[src/rtl/cfv_pkg.sv]
package cfv_pkg;
  localparam int CFV_DW      = 16;
  localparam int CFV_NBANKS  = 4;
  localparam int CFV_NBANKED = 4;
  localparam int CFV_NGLOBAL = 4;
  localparam int CFV_AW      = 8;

  typedef struct packed {
    logic       c;
    logic       ac;
    logic       ov;
    logic [1:0] bank;
  } cfv_stat_t;
endpackage

[src/rtl/cfv_store.sv]
module cfv_store
  import cfv_pkg::*;
#(
  parameter int DW      = CFV_DW,
  parameter int NBANKS  = CFV_NBANKS,
  parameter int NBANKED = CFV_NBANKED,
  parameter int NGLOBAL = CFV_NGLOBAL,
  localparam int NREGS  = NBANKED + NGLOBAL,
  localparam int IW     = $clog2(NREGS),
  localparam int BKW    = $clog2(NBANKS),
  localparam int HW     = DW / 2
) (
  input  logic                      clk,
  input  logic                      rst_n,
  input  logic [BKW-1:0]            bank_sel,
  input  logic                      wr_en,
  input  logic [IW-1:0]             wr_idx,
  input  logic                      wr_byte,
  input  logic                      wr_hi,
  input  logic [DW-1:0]             wr_data,
  output logic [NREGS-1:0][DW-1:0]  view
);
  localparam int NBK_WORDS = NBANKS * NBANKED;

  function automatic logic [DW-1:0] merge(input logic [DW-1:0] old);
    logic [DW-1:0] m;
    if (!wr_byte)   m = wr_data;
    else if (wr_hi) m = {wr_data[HW-1:0], old[HW-1:0]};
    else            m = {old[DW-1:HW], wr_data[HW-1:0]};
    return m;
  endfunction

  logic [DW-1:0] bk_flat [NBK_WORDS];
  logic [DW-1:0] gl_flat [NGLOBAL];

  for (genvar b = 0; b < NBANKS; b++) begin : g_bank
    for (genvar r = 0; r < NBANKED; r++) begin : g_reg
      logic [DW-1:0] q;
      logic          hit;
      assign hit = wr_en && (bank_sel == BKW'(b)) && (wr_idx == IW'(r));
      always_ff @(posedge clk or negedge rst_n) begin
        if (!rst_n)   q <= '0;
        else if (hit) q <= merge(q);
      end
      assign bk_flat[b*NBANKED + r] = q;
    end
  end

  for (genvar g = 0; g < NGLOBAL; g++) begin : g_glob
    logic [DW-1:0] q;
    logic          hit;
    assign hit = wr_en && (wr_idx == IW'(NBANKED + g));
    always_ff @(posedge clk or negedge rst_n) begin
      if (!rst_n)   q <= '0;
      else if (hit) q <= merge(q);
    end
    assign gl_flat[g] = q;
  end

  always_comb begin
    for (int r = 0; r < NBANKED; r++)
      view[r] = bk_flat[int'(bank_sel)*NBANKED + r];
    for (int g = 0; g < NGLOBAL; g++)
      view[NBANKED + g] = gl_flat[g];
  end
endmodule

[src/rtl/cfv_status.sv]
module cfv_status
  import cfv_pkg::*;
#(
  parameter int                AW       = CFV_AW,
  parameter logic [AW-1:0]     NAT_ADDR = 8'h40,
  parameter logic [AW-1:0]     LEG_ADDR = 8'h41
) (
  input  logic          clk,
  input  logic          rst_n,
  input  logic          sfr_we,
  input  logic [AW-1:0] sfr_addr,
  input  logic [7:0]    sfr_wdata,
  input  logic [7:0]    acc,
  output logic [7:0]    sfr_rdata,
  output cfv_stat_t     st,
  output logic          f0,
  output logic          f1
);
  logic      par;
  logic [7:0] leg_byte, nat_byte;
  cfv_stat_t  st_q;
  logic       f0_q, f1_q;

  assign par = ^acc;

  always_ff @(posedge clk or negedge rst_n) begin
    if (!rst_n) begin
      st_q <= '0;
      f0_q <= 1'b0;
      f1_q <= 1'b0;
    end else if (sfr_we && sfr_addr == LEG_ADDR) begin
      st_q.c    <= sfr_wdata[7];
      st_q.ac   <= sfr_wdata[6];
      f0_q      <= sfr_wdata[5];
      st_q.bank <= sfr_wdata[4:3];
      st_q.ov   <= sfr_wdata[2];
      f1_q      <= sfr_wdata[1];
    end else if (sfr_we && sfr_addr == NAT_ADDR) begin
      st_q.c    <= sfr_wdata[7];
      st_q.ac   <= sfr_wdata[6];
      st_q.ov   <= sfr_wdata[5];
      st_q.bank <= sfr_wdata[1:0];
    end
  end

  assign leg_byte = {st_q.c, st_q.ac, f0_q, st_q.bank, st_q.ov, f1_q, par};
  assign nat_byte = {st_q.c, st_q.ac, st_q.ov, 3'b000, st_q.bank};

  always_comb begin
    if (sfr_addr == LEG_ADDR)      sfr_rdata = leg_byte;
    else if (sfr_addr == NAT_ADDR) sfr_rdata = nat_byte;
    else                           sfr_rdata = '0;
  end

  assign st = st_q;
  assign f0 = f0_q;
  assign f1 = f1_q;
endmodule

[src/rtl/cfv_indirect.sv]
module cfv_indirect
  import cfv_pkg::*;
#(
  parameter int  DW    = CFV_DW,
  parameter int  NREGS = CFV_NBANKED + CFV_NGLOBAL,
  localparam int IW    = $clog2(NREGS),
  localparam int HW    = DW / 2
) (
  input  logic                     compat_en,
  input  logic [IW-1:0]            ind_reg,
  input  logic [NREGS-1:0][DW-1:0] view,
  output logic [DW-1:0]            ind_addr
);
  logic [HW-1:0] ptr_byte;

  assign ptr_byte = ind_reg[0] ? view[0][DW-1:HW] : view[0][HW-1:0];

  always_comb begin
    if (compat_en) ind_addr = {{(DW-HW){1'b0}}, ptr_byte};
    else           ind_addr = view[ind_reg];
  end
endmodule

[src/rtl/cfv_regfile.sv]
module cfv_regfile
  import cfv_pkg::*;
#(
  parameter int            DW       = CFV_DW,
  parameter int            AW       = CFV_AW,
  parameter logic [AW-1:0] NAT_ADDR = 8'h40,
  parameter logic [AW-1:0] LEG_ADDR = 8'h41
) (
  input  logic          clk,
  input  logic          rst_n,
  input  logic          compat_en,
  input  logic [2:0]    rd_idx,
  input  logic          rd_byte,
  input  logic          rd_hi,
  output logic [DW-1:0] rd_data,
  input  logic          wr_en,
  input  logic [2:0]    wr_idx,
  input  logic          wr_byte,
  input  logic          wr_hi,
  input  logic [DW-1:0] wr_data,
  input  logic          sfr_we,
  input  logic [AW-1:0] sfr_addr,
  input  logic [7:0]    sfr_wdata,
  output logic [7:0]    sfr_rdata,
  input  logic [2:0]    ind_reg,
  output logic [DW-1:0] ind_addr,
  output logic [7:0]    acc_o,
  output logic [7:0]    b_o,
  output logic [DW-1:0] dptr_o
);
  localparam int NREGS   = CFV_NBANKED + CFV_NGLOBAL;
  localparam int HW      = DW / 2;
  localparam int ACC_REG = CFV_NBANKED;
  localparam int DP_REG  = CFV_NBANKED + 2;

  logic [NREGS-1:0][DW-1:0] view;
  cfv_stat_t                st;
  logic                     f0, f1;

  cfv_store #(.DW(DW), .NBANKS(CFV_NBANKS), .NBANKED(CFV_NBANKED),
              .NGLOBAL(CFV_NGLOBAL)) u_store (
    .clk(clk), .rst_n(rst_n), .bank_sel(st.bank),
    .wr_en(wr_en), .wr_idx(wr_idx), .wr_byte(wr_byte), .wr_hi(wr_hi),
    .wr_data(wr_data), .view(view)
  );

  cfv_status #(.AW(AW), .NAT_ADDR(NAT_ADDR), .LEG_ADDR(LEG_ADDR)) u_status (
    .clk(clk), .rst_n(rst_n), .sfr_we(sfr_we), .sfr_addr(sfr_addr),
    .sfr_wdata(sfr_wdata), .acc(acc_o), .sfr_rdata(sfr_rdata),
    .st(st), .f0(f0), .f1(f1)
  );

  cfv_indirect #(.DW(DW), .NREGS(NREGS)) u_ind (
    .compat_en(compat_en), .ind_reg(ind_reg), .view(view), .ind_addr(ind_addr)
  );

  always_comb begin
    if (!rd_byte)   rd_data = view[rd_idx];
    else if (rd_hi) rd_data = {{HW{1'b0}}, view[rd_idx][DW-1:HW]};
    else            rd_data = {{HW{1'b0}}, view[rd_idx][HW-1:0]};
  end

  assign acc_o  = view[ACC_REG][7:0];
  assign b_o    = view[ACC_REG][15:8];
  assign dptr_o = view[DP_REG];
endmodule

[config.mk]
export PLATFORM = sky130hd
export DESIGN_NAME = cfv_regfile
export DESIGN_NICKNAME = d
export VERILOG_FILES = /design/src/rtl/cfv_pkg.sv /design/src/rtl/cfv_store.sv /design/src/rtl/cfv_status.sv /design/src/rtl/cfv_indirect.sv /design/src/rtl/cfv_regfile.sv
export SDC_FILE = /design/constraint.sdc
export NUM_CORES = 1
export LEC_CHECK = 0
export ABC_AREA = 0
export BUFFER_PORTS_ARGS = -buffer_cell sky130_fd_sc_hd__buf_2
export CAP_MARGIN = 20
export CORE_ASPECT_RATIO = 1.1
export CORE_UTILIZATION = 60
export DETAILED_ROUTE_END_ITERATION = 12
export PLACE_DENSITY = 0.79
export SLEW_MARGIN = 0
export SYNTH_ARGS = -nofsm -noshare
export SYNTH_HDL_FRONTEND = slang
export SYNTH_SLANG_ARGS = --single-unit
[constraint.sdc]
create_clock -name clk -period 6.25 [get_ports clk]
set_input_delay 1.5625 -clock clk [delete_from_list [all_inputs] [get_ports clk]]
set_output_delay 1.5625 -clock clk [all_outputs]
set_load 0.01 [all_outputs]
After elaboration in Yosys (flattened, before gate mapping)
Cells that the tools add are included.
{"block": "classes", "reduce_logical": 70, "n_bitwise": 4, "muxes": 26, "eq_ne": 14, "n_lt_le_gt_ge": 6, "n_addsub": 3}
{"op": "16-bit binary-select mux with 4-bit select", "count": 4}
{"op": "16-bit two-way mux", "count": 14}
{"op": "32-bit by 5-bit >= comparator with 1-bit output (second input constant)", "count": 4}
{"op": "16-bit binary-select mux with 3-bit select", "count": 2}
{"op": "32-bit inverter", "count": 3}
{"op": "2-bit AND reduction", "count": 40}
{"op": "8-bit two-way mux", "count": 4}
{"op": "4-bit inverter with 32-bit output", "count": 1}
{"op": "1-bit logical AND", "count": 26}
{"op": "8-bit by 7-bit equality test with 1-bit output (second input constant)", "count": 2}
{"op": "3-bit equality test (second input constant)", "count": 4}
{"op": "4-bit by 2-bit adder with 5-bit output (second input constant)", "count": 2}
{"op": "5-bit two-way mux", "count": 2}
{"op": "3-bit by 4-bit < comparator with 1-bit output (second input constant)", "count": 2}
{"op": "8-bit parity", "count": 1}
{"op": "3-bit by 2-bit equality test with 1-bit output (second input constant)", "count": 2}
{"op": "4-bit by 1-bit adder with 5-bit output (second input constant)", "count": 1}
{"op": "2-bit equality test (second input constant)", "count": 2}
{"op": "3-bit by 1-bit equality test with 1-bit output (second input constant)", "count": 1}
{"op": "3-bit logical NOT", "count": 1}
{"op": "2-bit by 1-bit equality test with 1-bit output (second input constant)", "count": 1}
{"op": "2-bit logical NOT", "count": 1}
{"op": "2-bit by 1-bit inequality test with 1-bit output (second input constant)", "count": 1}
{"op": "2-bit inequality test (second input constant)", "count": 1}
{"op": "2-bit nonzero test", "count": 1}
{"block": "word_totals", "register_bits": 327, "word_cells": 169, "inputBits": 50, "output_inout_bits": 72}

Depth between registers and ports, before layout
{"block": "logic_depth", "word_depth": 9, "depth_mapped": 10}

Cells and area by module
A second synthesis with hierarchy kept.
{"block": "unflattened", "cells_unflattened": 1076, "hier_area_um2": 16653.5}
{"module": "cfv_store", "seq_area_each_um2": 8007.7, "cells_per_inst": 833, "n_inst": 1, "area_each_um2": 13825.8}
{"module": "cfv_indirect", "seq_area_each_um2": 0.0, "cells_per_inst": 121, "n_inst": 1, "area_each_um2": 1241.2}
{"module": "cfv_regfile", "seq_area_each_um2": 0.0, "cells_per_inst": 76, "n_inst": 1, "area_each_um2": 1084.8}
{"module": "cfv_status", "seq_area_each_um2": 175.2, "cells_per_inst": 46, "n_inst": 1, "area_each_um2": 501.7}

Least setup slack after synthesis
Ideal clock, no wire load.
{"block": "synth_path", "path_kind": "in2out", "startpoint": "input ind_reg[0]", "endpoint": "output ind_addr[1]", "path_slack_ns": 1.534, "arrival_ns": 3.154, "stages": 6, "path_buffers": 3, "required_ns": 4.688, "path_cell_list": "buf_2 -> buf_2 -> buf_2 -> mux4_2 -> o21ai_0 -> o22ai_1"}
{"block": "synth_between", "elab_chain_cells": 3}
{"element": "from (decl)", "line_no": "cfv_regfile.sv:25", "text": "input logic [2:0] ind_reg,"}
{"element": "16-bit binary-select mux with 3-bit select", "line_no": "cfv_indirect.sv:20", "text": "else ind_addr = view[ind_reg];"}
{"element": "16-bit two-way mux (not written as such)", "line_no": "cfv_indirect.sv:20"}
{"element": "16-bit two-way mux (*)", "line_no": "cfv_indirect.sv:19", "text": "if (compat_en) ind_addr = {{(DW-HW){1'b0}}, ptr_byte};"}
{"element": "to (decl)", "line_no": "cfv_regfile.sv:26", "text": "output logic [DW-1:0] ind_addr,"}
Mark *: on every way between the ends. The rest lies on a longest branch, timed or not. The select of a mux whose other input is x is not followed.

Final worst setup path
{"block": "layout_path", "startpoint": "input ind_reg[0]", "endpoint": "output ind_addr[3]"}
The elaborated chain is that of the path after synthesis.

==> run summary <==
The final critical-path share of the clock period came out at 0.8871. The clock arrives with 0.01409 ns of skew. The global placer's final weighted congestion came out at 1.016. In the final layout, the multi-input gates occupy 0.008920 mm^2. Setup repair after global routing left no endpoint under its margin. The overall die width is 167.1 um. The required time of the worst setup path came out at 4.69 ns. The layout filler cell count is 2157. The highest clock frequency the design can meet is 180.4 MHz. Synthesis produced a netlist with a net count of 1591. After detailed routing, the met2 layer carries 25730 um of wire. After clock tree synthesis, the setup repair step added 0 buffers. Adding up every negative setup slack in the final design gives 0 ns. The number of nets with antenna violations after detailed routing is 0. The worst-case headroom to the max-slew limit is 0.2496. The first-pass GRT wire length is 81900 um. The worst setup path is of the input pin to primary output kind. In this run the register-to-register setup slack is 3.18 ns. Yosys mapped a number of flops with a built-in enable equal to 0. The total clock sinks came out at 327. The wire length reported by the detailed router is 54930 um.

The effective utilization at floorplan is 0.6086. Yosys attributes the largest share of cell area to sky130_fd_sc_hd__dfrtp_1 45%, sky130_fd_sc_hd__mux4_2 12%, sky130_fd_sc_hd__mux2_2 11%. The post-synth design cell area is 0.01799 mm^2. Relative to the synthesized area, the layout overhead comes to 9.512%. In this run the most critical hold path is launched from u_status.st[4]. The fraction of post-synthesis cell area in the top cell type by area came out at 0.4548.

The number of library cell types mapped by synthesis is 60. The share of final-layout standard cells stronger than drive strength 1 is 0.3152. Averaged over all synthesized cells, the footprint is 11.68 um^2. The count of buffers from port buffering is 121. The measured slew at the worst slew-check pin came out at 1.120 ns. For this run, the detailed router's first-pass iteration total came to 6. The sequential cells in the finished layout cover a total of 0.008188 mm^2. In this run the power density over the cells is 320.2 mW/mm^2. The final count of hold timing violations is 0. By count the netlist is led by 327 x sky130_fd_sc_hd__dfrtp_1, 179 x sky130_fd_sc_hd__mux2_2, 148 x sky130_fd_sc_hd__a21oi_1, 148 x sky130_fd_sc_hd__nor2_1, 123 x sky130_fd_sc_hd__mux2i_1. The area of the placeable core is 0.02956 mm^2.

The number of nets in the layout came out at 1622. 122 I/O pins were placed. The overflow left after global routing is 0. TritonCTS built the clock tree. For the worst flop-to-flop path, the logic depth is 5. The routed length on met3 came out at 5445 um. The number of gates resized after CTS was 0. The tightest min-delay check is of the flip-flop to flip-flop type. The setup-violating endpoint count in the final report is 0.

The clock insertion delay at the later pin of the skew report came out at 0.53 ns. The fraction of synthesis flops using an asynchronous set or reset pin came out at 1.000. In the final routed layout, each cell accounts on average for 27.83 um.

The floorplan row count came out at 66. The run finished with clean final reports. The kind of end point of the critical path is a primary output.

The cell area after layout is 0.01971 mm^2. The tree is rooted in a sky130_fd_sc_hd__clkbuf_16. The number of global-route vias before repair is 13256.

The number of antenna violations at the first check in global routing is 2. The reg-to-reg startpoint is u_status.st[1]. The gate count after technology mapping is 1541.

Across all hold checks on the routed design, the worst slack comes to 0.4939 ns. Counting instances, the worst hold path has a depth of 1. The count of vias placed by the detailed router is 13605.

The sequential-to-total area share from yosys stat came out at 0.4548. STA puts the critical path data arrival time at 3.98 ns. The cell leakage power came out at 8.676 nW.

The TritonCTS buffer count is 35. The die outline height is 183.6 um. The number of hold buffers added after CTS was 0. The time the worst path needs with I/O delays and setup is 5.544 ns. The peak ir drop on the vdd network is 0.0002457 V. In this run the critical register-to-register path is captured at u_store.g_bank[2].g_reg[2].q[13]. Max-cap violations in this run came to 0. The largest total area in the synthesized netlist belongs to sky130_fd_sc_hd__dfrtp_1. The DRC violation count after routing came out at 0. The number of warnings printed during yosys synthesis is 0. The count of pins over their slew limit came to 0. The highest metal layer carrying signal wires in the routed design is met5. For hold timing, the worst endpoint is u_status.st[4]. The maximum clock path buffer count is 3. The total of flip-flops plus latches after synthesis came out at 327. The post-CTS clock slew at the launch and capture registers of the worst setup and hold paths came out at 0.05 ns. Entering global routing, the biggest net connects 177 pins.

Yosys instantiated no cell more often than sky130_fd_sc_hd__dfrtp_1. The placement-stage cell area is 0.01848 mm^2. STA classifies the critical path startpoint as an input pin. The all-layer global routing usage came out at 0.3610. The wire length on met1 came out at 20590 um. The via density per instance is 6.892. The design draws 6.310 mW. The H-tree was split into 2 levels.

The placed wire-length estimate came out at 37910 um. In the synthesized netlist the dominant register cell turns out to be sky130_fd_sc_hd__dfrtp_1. The initial DRC count came out at 1503. The top fanout value on the critical path is 46. The die covers 0.03069 mm^2.
==> worst max-delay path by stage <==
stage / from / endpoint / slack [ns] / cells past startpoint
global placement: rd_idx[0] / rd_data[12] / 0.63 / 6
CTS: rd_idx[0] / rd_data[6] / 0.59 / 6
finish: ind_reg[0] / ind_addr[3] / 0.71 / 6
detailed placement: rd_idx[0] / rd_data[6] / 0.58 / 6
global route: u_status.st[0] / ind_addr[3] / 0.67 / 5
floorplan: ind_reg[0] / ind_addr[1] / 1.53 / 6
==> layout by cell type, fill, tap and decap left out, drive strengths merged, types with 21 or more instances in the layout <==
cell | synthesis | layout
dfrtp | 327 | 327
mux2 | 184 | 184
buf | 93 | 153
nor2 | 151 | 151
a21oi | 148 | 148
mux2i | 123 | 123
mux4 | 93 | 93
nand2 | 89 | 89
o21ai | 53 | 53
clkbuf | 66 | 53
nand3 | 23 | 23
nor2b | 21 | 21
==> power by group <==
| group | internal, mW | total (mW) | switching, mW |
|---|---|---|---|
| clock | 1.30 | 2.17 | 0.874 |
| sequential | 2.40 | 2.68 | 0.281 |
| combinational | 0.651 | 1.46 | 0.807 |
==> metrics by stage <==
step                      utilization  setup WS (ns)  std cells
after floorplan                     -          1.534       1541
after CTS                      0.6654         0.5933       1971
final                          0.6665         0.7057       1974
after global placement         0.6243         0.6291       1905
after detailed placement       0.6252         0.5792       1907
after global routing           0.6665         0.6695       1973
==> area by class of cell <==
type                       instances  share of cell area
multi-input combinational       1051              0.4527
tap                              374             0.02375
clock buffer                      53             0.05150
clock inverter                    11            0.008826
timing repair buffer             153             0.04686
inverter                           4           0.0007620
sequential                       327              0.4155
antenna                            1           0.0001270
==> sequential cells by signal, summed over array words and instances, names as in the netlist <==
signal              count
u_status.f0             1
u_status.f1             1
u_status.st             5
u_store.g_bank.g.q    256
u_store.g_glob.q       64
==> worst max-delay path: stages <==
cell and delay [ns]:
sky130_fd_sc_hd__buf_4 0.58, sky130_fd_sc_hd__nor2b_1 0.21, sky130_fd_sc_hd__a22o_1 0.26, sky130_fd_sc_hd__a2111oi_0 0.82
sky130_fd_sc_hd__o22ai_1 0.29, sky130_fd_sc_hd__buf_2 0.23
==> cell families after synthesis <==
kind of cell / Yosys count / synth area share
AOI/OAI and AO/OA: 296 / 0.09867
xor gates and xnor gates: 7 / 0.003407
buffers and inverters: 163 / 0.04986
DFF: 327 / 0.4548
muxes: 400 / 0.3000
and+or+nand+nor: 348 / 0.09332
==> per-layer routing <==
layer / up-vias / GRT usage
met3: 194 / 0.08741
met1: 6905 / 0.4675
met4: 2 / 0.1833
met2: 779 / 0.5707
met5: - / 0
li1: 5725 / -
Note: power is estimated with default switching activity, not from simulation.
